## src/rtl/hspt_pkg.sv

```systemverilog
package hspt_pkg;

  localparam int PHASE_W = 3;
  localparam int STATE_W = 5;
  localparam int STAT_W  = PHASE_W + STATE_W;
  localparam int DET_W   = 5;
  localparam int SIDES   = 2;

  typedef enum logic [PHASE_W-1:0] {
    PH_CALLSETUP = 3'd0,
    PH_PROBE     = 3'd1,
    PH_EQTRAIN   = 3'd2,
    PH_FINAL     = 3'd3,
    PH_RENEG     = 3'd4
  } phase_e;

  // detector vector bit positions
  localparam int DET_ANSTONE = 0;
  localparam int DET_JMENU   = 1;
  localparam int DET_CIND    = 2;
  localparam int DET_CMENU   = 3;
  localparam int DET_CJOINT  = 4;

  // call-setup state numbers
  localparam logic [STATE_W-1:0] ST_IDLE  = 5'd0;
  localparam logic [STATE_W-1:0] ST_FIRST = 5'd1;
  localparam logic [STATE_W-1:0] ST_MENU  = 5'd2;
  localparam logic [STATE_W-1:0] ST_DONE  = 5'd3;

  typedef struct packed {
    logic               load;
    logic [PHASE_W-1:0] phase;
    logic [STATE_W-1:0] state;
  } updStrobe_t;

endpackage

```

## src/rtl/hspt_ctrl.sv

```systemverilog
module hspt_ctrl
  import hspt_pkg::*;
(
  input  logic               clk,
  input  logic               rstN,
  input  logic               answerMode,
  input  logic [DET_W-1:0]   det,
  input  logic               advValid,
  input  logic [PHASE_W-1:0] advPhase,
  input  logic [STAT_W-1:0]  curStatus,
  output updStrobe_t         upd
);

  logic [PHASE_W-1:0] curPhase;
  logic [STATE_W-1:0] curState;
  logic               advLegal;

  assign curPhase = curStatus[STAT_W-1:STATE_W];
  assign curState = curStatus[STATE_W-1:0];
  assign advLegal = advValid && (advPhase <= PH_RENEG);

  always_comb begin
    upd.load  = 1'b0;
    upd.phase = curPhase;
    upd.state = curState;
    if (advLegal) begin
      upd.load  = 1'b1;
      upd.phase = advPhase;
      upd.state = ST_IDLE;
    end else if (curPhase == PH_CALLSETUP) begin
      if (!answerMode) begin
        case (curState)
          ST_IDLE:  if (det[DET_ANSTONE]) begin upd.load = 1'b1; upd.state = ST_FIRST; end
          ST_FIRST: if (det[DET_JMENU])   begin upd.load = 1'b1; upd.state = ST_MENU;  end
          default: ;
        endcase
      end else begin
        case (curState)
          ST_IDLE: begin
            if (det[DET_CMENU]) begin
              upd.load = 1'b1; upd.state = ST_MENU;
            end else if (det[DET_CIND]) begin
              upd.load = 1'b1; upd.state = ST_FIRST;
            end
          end
          ST_FIRST: if (det[DET_CMENU])  begin upd.load = 1'b1; upd.state = ST_MENU; end
          ST_MENU:  if (det[DET_CJOINT]) begin upd.load = 1'b1; upd.state = ST_DONE; end
          default: ;
        endcase
      end
    end
  end

  // a legal advance shows up one edge later with state cleared
  a_r7_adv_loads: assert property (@(posedge clk) disable iff (!rstN)
    advLegal |=> (curStatus[STATE_W-1:0] == ST_IDLE) &&
                 (curStatus[STAT_W-1:STATE_W] == $past(advPhase)));

  // an illegal code outside call setup leaves the byte alone
  a_r8_bad_code: assert property (@(posedge clk) disable iff (!rstN)
    (advValid && !advLegal && curPhase != PH_CALLSETUP) |=> $stable(curStatus));

  // call-setup progress only moves forward
  a_r6_forward_only: assert property (@(posedge clk) disable iff (!rstN)
    ($past(curPhase) == PH_CALLSETUP && !$past(advValid) && curStatus != $past(curStatus))
      |-> curState > $past(curState));

endmodule

```

## src/rtl/hspt_dpath.sv

```systemverilog
module hspt_dpath
  import hspt_pkg::*;
(
  input  logic                          clk,
  input  logic                          rstN,
  input  updStrobe_t                    upd [SIDES],
  input  logic [SIDES-1:0]              mask,
  input  logic [SIDES-1:0]              clr,
  output logic [SIDES-1:0][STAT_W-1:0]  status,
  output logic [SIDES-1:0]              pend,
  output logic                          irq
);

  logic [SIDES-1:0][STAT_W-1:0] statusQ;
  logic [SIDES-1:0]             pendQ;

  for (genvar s = 0; s < SIDES; s++) begin : g_side
    logic [STAT_W-1:0] nextByte;
    logic              changed;

    assign nextByte = {upd[s].phase, upd[s].state};
    assign changed  = upd[s].load && (nextByte != statusQ[s]);

    always_ff @(posedge clk or negedge rstN) begin
      if (!rstN) begin
        statusQ[s] <= '0;
        pendQ[s]   <= 1'b0;
      end else begin
        if (upd[s].load) statusQ[s] <= nextByte;
        pendQ[s] <= changed | (pendQ[s] & ~clr[s]);
      end
    end

    // every visible change leaves the flag set
    a_r9_change_pends: assert property (@(posedge clk) disable iff (!rstN)
      (statusQ[s] != $past(statusQ[s])) |-> pendQ[s]);

    // a flag only drops after a clear strobe
    a_r10_sticky: assert property (@(posedge clk) disable iff (!rstN)
      ($past(pendQ[s]) && !$past(clr[s])) |-> pendQ[s]);

    // phase field never holds an undefined code
    a_r2_phase_legal: assert property (@(posedge clk) disable iff (!rstN)
      statusQ[s][STAT_W-1:STATE_W] <= PH_RENEG);
  end

  assign status = statusQ;
  assign pend   = pendQ;
  assign irq    = |(pendQ & mask);

  // no interrupt without a pending flag
  a_r11_irq_needs_pend: assert property (@(posedge clk) disable iff (!rstN)
    irq |-> (pendQ != '0));

endmodule

```

## src/rtl/hspt_top.sv

```systemverilog
module hspt_top
  import hspt_pkg::*;
(
  input  logic               clk,
  input  logic               rstN,
  input  logic               answerMode,
  input  logic [4:0]         rxDet,
  input  logic [4:0]         txDet,
  input  logic               rxAdvValid,
  input  logic [2:0]         rxAdvPhase,
  input  logic               txAdvValid,
  input  logic [2:0]         txAdvPhase,
  input  logic [1:0]         intMask,
  input  logic [1:0]         pendClr,
  output logic [7:0]         rxStatus,
  output logic [7:0]         txStatus,
  output logic [1:0]         pending,
  output logic               irq
);

  logic [SIDES-1:0][DET_W-1:0]   detArr;
  logic [SIDES-1:0]              advValidArr;
  logic [SIDES-1:0][PHASE_W-1:0] advPhaseArr;
  logic [SIDES-1:0][STAT_W-1:0]  statusArr;
  updStrobe_t                    updArr [SIDES];

  assign detArr      = {txDet, rxDet};
  assign advValidArr = {txAdvValid, rxAdvValid};
  assign advPhaseArr = {txAdvPhase, rxAdvPhase};

  for (genvar s = 0; s < SIDES; s++) begin : g_ctrl
    hspt_ctrl u_ctrl (
      .clk        (clk),
      .rstN       (rstN),
      .answerMode (answerMode),
      .det        (detArr[s]),
      .advValid   (advValidArr[s]),
      .advPhase   (advPhaseArr[s]),
      .curStatus  (statusArr[s]),
      .upd        (updArr[s])
    );
  end

  hspt_dpath u_dpath (
    .clk    (clk),
    .rstN   (rstN),
    .upd    (updArr),
    .mask   (intMask),
    .clr    (pendClr),
    .status (statusArr),
    .pend   (pending),
    .irq    (irq)
  );

  assign rxStatus = statusArr[0];
  assign txStatus = statusArr[1];

endmodule

```

## config.mk

```make
export PLATFORM = sky130hd
export DESIGN_NAME = hspt_top
export DESIGN_NICKNAME = d
export VERILOG_FILES = /design/src/rtl/hspt_pkg.sv /design/src/rtl/hspt_ctrl.sv /design/src/rtl/hspt_dpath.sv /design/src/rtl/hspt_top.sv
export SDC_FILE = /design/constraint.sdc
export NUM_CORES = 1
export LEC_CHECK = 0
export ABC_AREA = 1
export BUFFER_PORTS_ARGS = -buffer_cell sky130_fd_sc_hd__buf_2
export CORE_MARGIN = 2
export CORE_UTILIZATION = 50
export CTS_CLUSTER_SIZE = 40
export DETAILED_ROUTE_END_ITERATION = 7
export PLACE_DENSITY = 0.8
export SYNTH_ARGS = -nofsm -noshare
export SYNTH_HDL_FRONTEND = slang
export SYNTH_SLANG_ARGS = --single-unit
export TNS_END_PERCENT = 20
```

## constraint.sdc

```tcl
create_clock -name clk -period 1.78 [get_ports clk]
set_input_delay 0.356 -clock clk [delete_from_list [all_inputs] [get_ports clk]]
set_output_delay 0.356 -clock clk [all_outputs]
set_load 0.005 [all_outputs]
```

---- After elaboration in Yosys (flattened, before gate mapping) ----
Index checks and enable logic that the tools add are counted.
W data, S select, Z words.
storage, ports and cells
  input port bits ......................... 25
  word-level logic and storage cells ...... 74
  output and inout port bits .............. 19
  flip-flop bits (word level) ............. 18
cells by class
  $lt $le $gt $ge ......................... 2
  multiplexer cells ....................... 46
  bitwise logic cells ..................... 7
  reduce and logical (&&, ||, !) cells .... 9
  equality and inequality tests ........... 6
operator list
  operator              count
  $mux W5               18
  $pmux W5 S3           2
  $pmux W5 S2           2
  $mux W1               18
  $ne A8 B8 Y1          2
  $eq A5 B1 Y1 const B  2
  $eq A5 B2 Y1 const B  2
  $logic_not A5 Y1      2
  $le A3 B3 Y1 const B  2
  $logic_not A3 Y1      2
  $mux W3               2
  $pmux W1 S3           2
  $logic_and A1 B1 Y1   4
  $pmux W1 S2           2
  $and A1 B1 Y1         2
  $and A2 B2 Y2         1
  $not A1 Y1            2
  $or A1 B1 Y1          2
  $reduce_or A2 Y1      1

---- Logic depth before layout (Yosys ltp) ----
  depth after elaboration ................. 9
  gate-level depth with buffers ........... 10
  mapped depth without buffers ............ 10

---- Hierarchy ----
Synthesis repeated with hierarchy kept, for this count alone.
unflattened totals
  cells, all modules ...................... 215
  area total of the unflattened synthesis .. 1507.7 µm²
by module, submodules not included
  module      area each (µm²)  times used  sequential area each (µm²)  cells each
  hspt_dpath  952.2            1           450.4                       105
  hspt_ctrl   277.8            2           0.0                         55

---- Worst setup path before layout ----
No wires, ideal clock.
  kind .................................... register to register
  from .................................... reg u_dpath.statusQ (netlist bit u_dpath.status[2])
  to ...................................... reg u_dpath.pendQ[0], in the netlist u_dpath.pend[0]
  slack ................................... 0.512 ns
  library setup time ...................... 0.129 ns
  stages on the path, launching flop included .. 11
  buffers on the path ..................... 0
  period minus slack after synthesis ...... 1.268 ns
  data required time ...................... 1.651 ns
  arrival ................................. 1.138 ns
  cell sequence ........................... dfrtp_1 nor2_4 nand3_1 nand2_1 nand2_1 a21oi_2 nand2_2 nand2_2 nand2_1 nand2_1 nand4_2
between the ends
  longest elaborated chain between the ends .. 9
  elaborated cells between the ends (all ways) .. 22
  classes of those cells .................. 3 x eq/ne; 16 x mux; 1 x bitwise; 2 x reduce/logical
ends and longest elaborated chain
  item                               RTL line          source
  from (decl)                        hspt_dpath.sv:14  logic [SIDES-1:0][STAT_W-1:0] statusQ;
  from (signal, indexed assignment)  hspt_dpath.sv:29  if (upd[s].load) statusQ[s] <= nextByte;
  $mux W5                            hspt_ctrl.sv:42   end else if (det[DET_CIND]) begin
  $mux W5                            hspt_ctrl.sv:40   if (det[DET_CMENU]) begin
  $pmux W5 S3                        hspt_ctrl.sv:38   case (curState)
  $mux W5                            hspt_ctrl.sv:31   if (!answerMode) begin
  $mux W5                            hspt_ctrl.sv:30   end else if (curPhase == PH_CALLSETUP) begin
  $mux W5                            hspt_ctrl.sv:26   if (advLegal) begin
  $ne A8 B8 Y1                       hspt_dpath.sv:22  assign changed = upd[s].load && (nextByte != statusQ[s]);
  $logic_and A1 B1 Y1 *              hspt_dpath.sv:22
  $or A1 B1 Y1 *                     hspt_dpath.sv:30  pendQ[s] <= changed | (pendQ[s] & ~clr[s]);
  to (signal, indexed assignment)    hspt_dpath.sv:30
  to (decl)                          hspt_dpath.sv:15  logic [SIDES-1:0] pendQ;
Every way passes the cells marked *; elsewhere a longest branch is shown, timed or not.
A chain may end at the register's enable or synchronous reset.

---- Worst setup path in the final report ----
  from .................................... reg u_dpath.statusQ (netlist bit u_dpath.status[5])
  to ...................................... reg u_dpath.pendQ[0], in the netlist u_dpath.pend[0]
between the ends
  longest elaborated chain between the ends .. 6
  elaborated cells between the ends (all ways) .. 9
  classes of those cells .................. 1 x eq/ne; 5 x mux; 1 x bitwise; 2 x reduce/logical
ends and longest elaborated chain
  item                   RTL line
  $logic_not A3 Y1       hspt_ctrl.sv:30
  $mux W5                hspt_ctrl.sv:30
  $mux W5                hspt_ctrl.sv:26
  $ne A8 B8 Y1           hspt_dpath.sv:22
  $logic_and A1 B1 Y1 *  hspt_dpath.sv:22
  $or A1 B1 Y1 *         hspt_dpath.sv:30
Marked as above.

==> flow_metrics.env <==
export IMPL_ys_seq_area_share_pct=35.0
export IMPL_cts_setup_buffers=0
export IMPL_die_w_um=54.7
export IMPL_initial_core_util_pct=52.4
export IMPL_min_path_type="in -> reg"
export IMPL_leakage_nw=0.863
export IMPL_nets=255
export IMPL_vias=1293
export IMPL_rsz0062_at_grt="no"
export IMPL_synthTopCellsByCount="nand2_1, inv_1, nor2_1"
export IMPL_ios=44
export IMPL_ys_seq_elements=18
export IMPL_initialDrtViolationCount=25
export IMPL_grt_overflow=0
export IMPL_synthCells=183
export IMPL_irDropWorstVdd_mv=0.501
export IMPL_avgSynthCellArea_um2=7.03
export IMPL_start_kind="flop"
export IMPL_met3_wirelength_um=152
export IMPL_cpMaxStageDelayCell="dfrtp_1"
export IMPL_wl_met2_mm=1.29
export IMPL_status="finished clean"
export IMPL_worstSetupEndpointType="flop"
export IMPL_track_usage_pct=20.8
export IMPL_worstMarginPinSlew_ps=392
export IMPL_synthesis_nets=208
export IMPL_rows=18
export IMPL_drcViolationCount=0
export IMPL_cp_arrival_ps=1590
export IMPL_yosys_area_top_type="dfrtp_1"
export IMPL_fin_worst_skew_ps=0.981
export IMPL_crit_type="reg -> reg"
export IMPL_cap_viol_max_count=0
export IMPL_dp_slack_ps=381
export IMPL_synth_cell_types=24
export IMPL_synth_edf_count=0
export IMPL_ys_async_sr_fraction_pct=100
export IMPL_detail_route_antenna_nets=0
export IMPL_drt_wl_total_mm=2.85
export IMPL_finalSetupTns_ps=0
export IMPL_slew_viol_final=0
export IMPL_core_um2=2450
export IMPL_yosysWarnings=0
export IMPL_required_ps=1970
export IMPL_crit_family="simple AND/OR/NAND/NOR gates"
export IMPL_hold_violations=0
export IMPL_cp_num_buf_inv=2
export IMPL_cts_buffers=3
export IMPL_setup_viol=0
export IMPL_routed_via_density=4.99
export IMPL_clock_sinks=18
export IMPL_cts_root_buf="clkbuf_4"
export IMPL_die_h_um=54.7
export IMPL_period_minus_slack_ps=1400
export IMPL_die_area_um2=2990
export IMPL_hpwl_mm=2.26
export IMPL_grt_max_degree=19
export IMPL_timing_fmax_mhz=712
export IMPL_syn_to_final_growth_pct=21.5
export IMPL_io_buffer_count=43
export IMPL_cts_clk_slew_worst_paths_ps=100
export IMPL_max_stage_delay_ps=410
export IMPL_gp_congestion=0.826
export IMPL_grt_pass1_wl_mm=4.46
export IMPL_antenna_cells=0
export IMPL_cts_buffer_depth=2
export IMPL_wire_per_inst_um=11.0
export IMPL_power_density_nw_per_um2=804
export IMPL_antenna_found_initial=0
export IMPL_critPathMaxFanout=4
export IMPL_top_layer="met4"
export IMPL_fin_crit_sh_pct=78.9
export IMPL_relSlewSlack_pct=73.8
export IMPL_synth_most_common_cell="nand2_1"
export IMPL_cts_tree="built"
export IMPL_ctsHtreeMaxLevel=1
export IMPL_path_cells="nor3_2, inv_1, nor2_1, nand3_1, nand3_1, nand2_1, inv_1, nand4_2"
export IMPL_drive_gt1_share_pct=31.0
export IMPL_syn_cell_area_um2=1290
export IMPL_dr_pass1_iters=4
export IMPL_wirelength_met1_mm=1.36
export IMPL_insertion_delay_ps=300
export IMPL_synth_main_ff_cell="dfrtp_1"
export IMPL_grt_pass1_vias=1077
export IMPL_synth_top_area_share_pct=35.0
export IMPL_synth_area_leaders="dfrtp_1, nand2_1, nand3_1"
export IMPL_finalWorstSetupSlack_ps=376
state kept, by name, summed over array words and instances, names as in the netlist:
| signal | count |
|---|---|
| u_dpath.pend | 2 |
| u_dpath.status | 16 |
final timing paths:
check | from | to | slack, ps | cells past startpoint
hold / removal | txAdvPhase[0] | u_dpath.status[13]$_DFFE_PN0P_ | 320 | 3
min in group asynchronous | rstN | u_dpath.status[13]$_DFFE_PN0P_ | 500 | 2
setup reg to reg | u_dpath.status[5]$_DFFE_PN0P_ | u_dpath.pend[0]$_DFF_PN0_ | 380 | 8
max in group asynchronous | rstN | u_dpath.status[9]$_DFFE_PN0P_ | 1000 | 2
setup / recovery | u_dpath.status[5]$_DFFE_PN0P_ | u_dpath.pend[0]$_DFF_PN0_ | 380 | 8
hold reg to reg | u_dpath.pend[1]$_DFF_PN0_ | u_dpath.pend[1]$_DFF_PN0_ | 540 | 2
cells by family (layout without fill, tap and decap cells):
logic type	after synthesis	after routing	synth area share, %
flops	18	18	35.0
simple gates	110	110	43.8
compound gates	21	21	9.92
buf+inv	34	80	11.3
power breakdown:
part           internal [mW]  total, mW  switching, mW  leakage, nW
sequential             0.460      0.539         0.0788        0.228
combinational          0.196      0.463          0.267        0.614
clock                  0.125      0.254          0.129       0.0210
tightest hold or removal path, delay by kind of cell:
family                 cells  cell delay [ps]
AOI/OAI and AO/OA          1               60
buffers and inverters      1              120
and+or+nand+nor            1               50
repair_timing:
action,4_1_cts,5_1_grt
gates resized for setup,0,0
hold endpoints to repair,18,0
hold buffers,1,0
layer usage:
metal | up-vias | global-route usage [%]
li1 | 684 | -
met1 | 572 | 29.3
met2 | 32 | 31.3
met3 | 5 | 3.28
met4 | 0 | 8.75
met5 | - | 0
final cells by class:
type | instances | area (µm²)
multi-input cells | 131 | 691
flip-flops and latches | 18 | 450
well taps | 30 | 37.5
clock buffers | 4 | 36.3
repair buffers | 44 | 225
fillers | 241 | 892
inverters | 32 | 123
through the flow:
stage	cell area, µm²	power (mW)	utilization, %	std cells	hold WS (ps)
4_1_cts	1560	1.27	63.7	259	316
2_1_floorplan	1290	0.849	-	183	60.4
6_report	1560	1.26	63.7	259	320
3_3_place_gp	1520	1.00	61.8	254	300
5_1_grt	1560	1.36	63.7	259	343
3_5_place_dp	1520	1.01	61.8	254	301
placed cells by master, fill, tap and decap left out, drive strengths merged:
| master | netlist | layout |
|---|---|---|
| or2 | 5 | 5 |
| a21oi | 5 | 5 |
| nor2 | 25 | 25 |
| inv | 32 | 32 |
| dfrtp | 18 | 18 |
| a22o | 1 | 1 |
| nand3 | 23 | 23 |
| clkbuf | 0 | 4 |
| buf | 2 | 43 |
| nor3 | 4 | 4 |
| nand3b | 1 | 1 |
| dlygate4sd3 | 0 | 1 |
| nand4 | 11 | 11 |
| o21ai | 15 | 15 |
| nand2 | 41 | 41 |
Power figures use the tool's default switching activity.
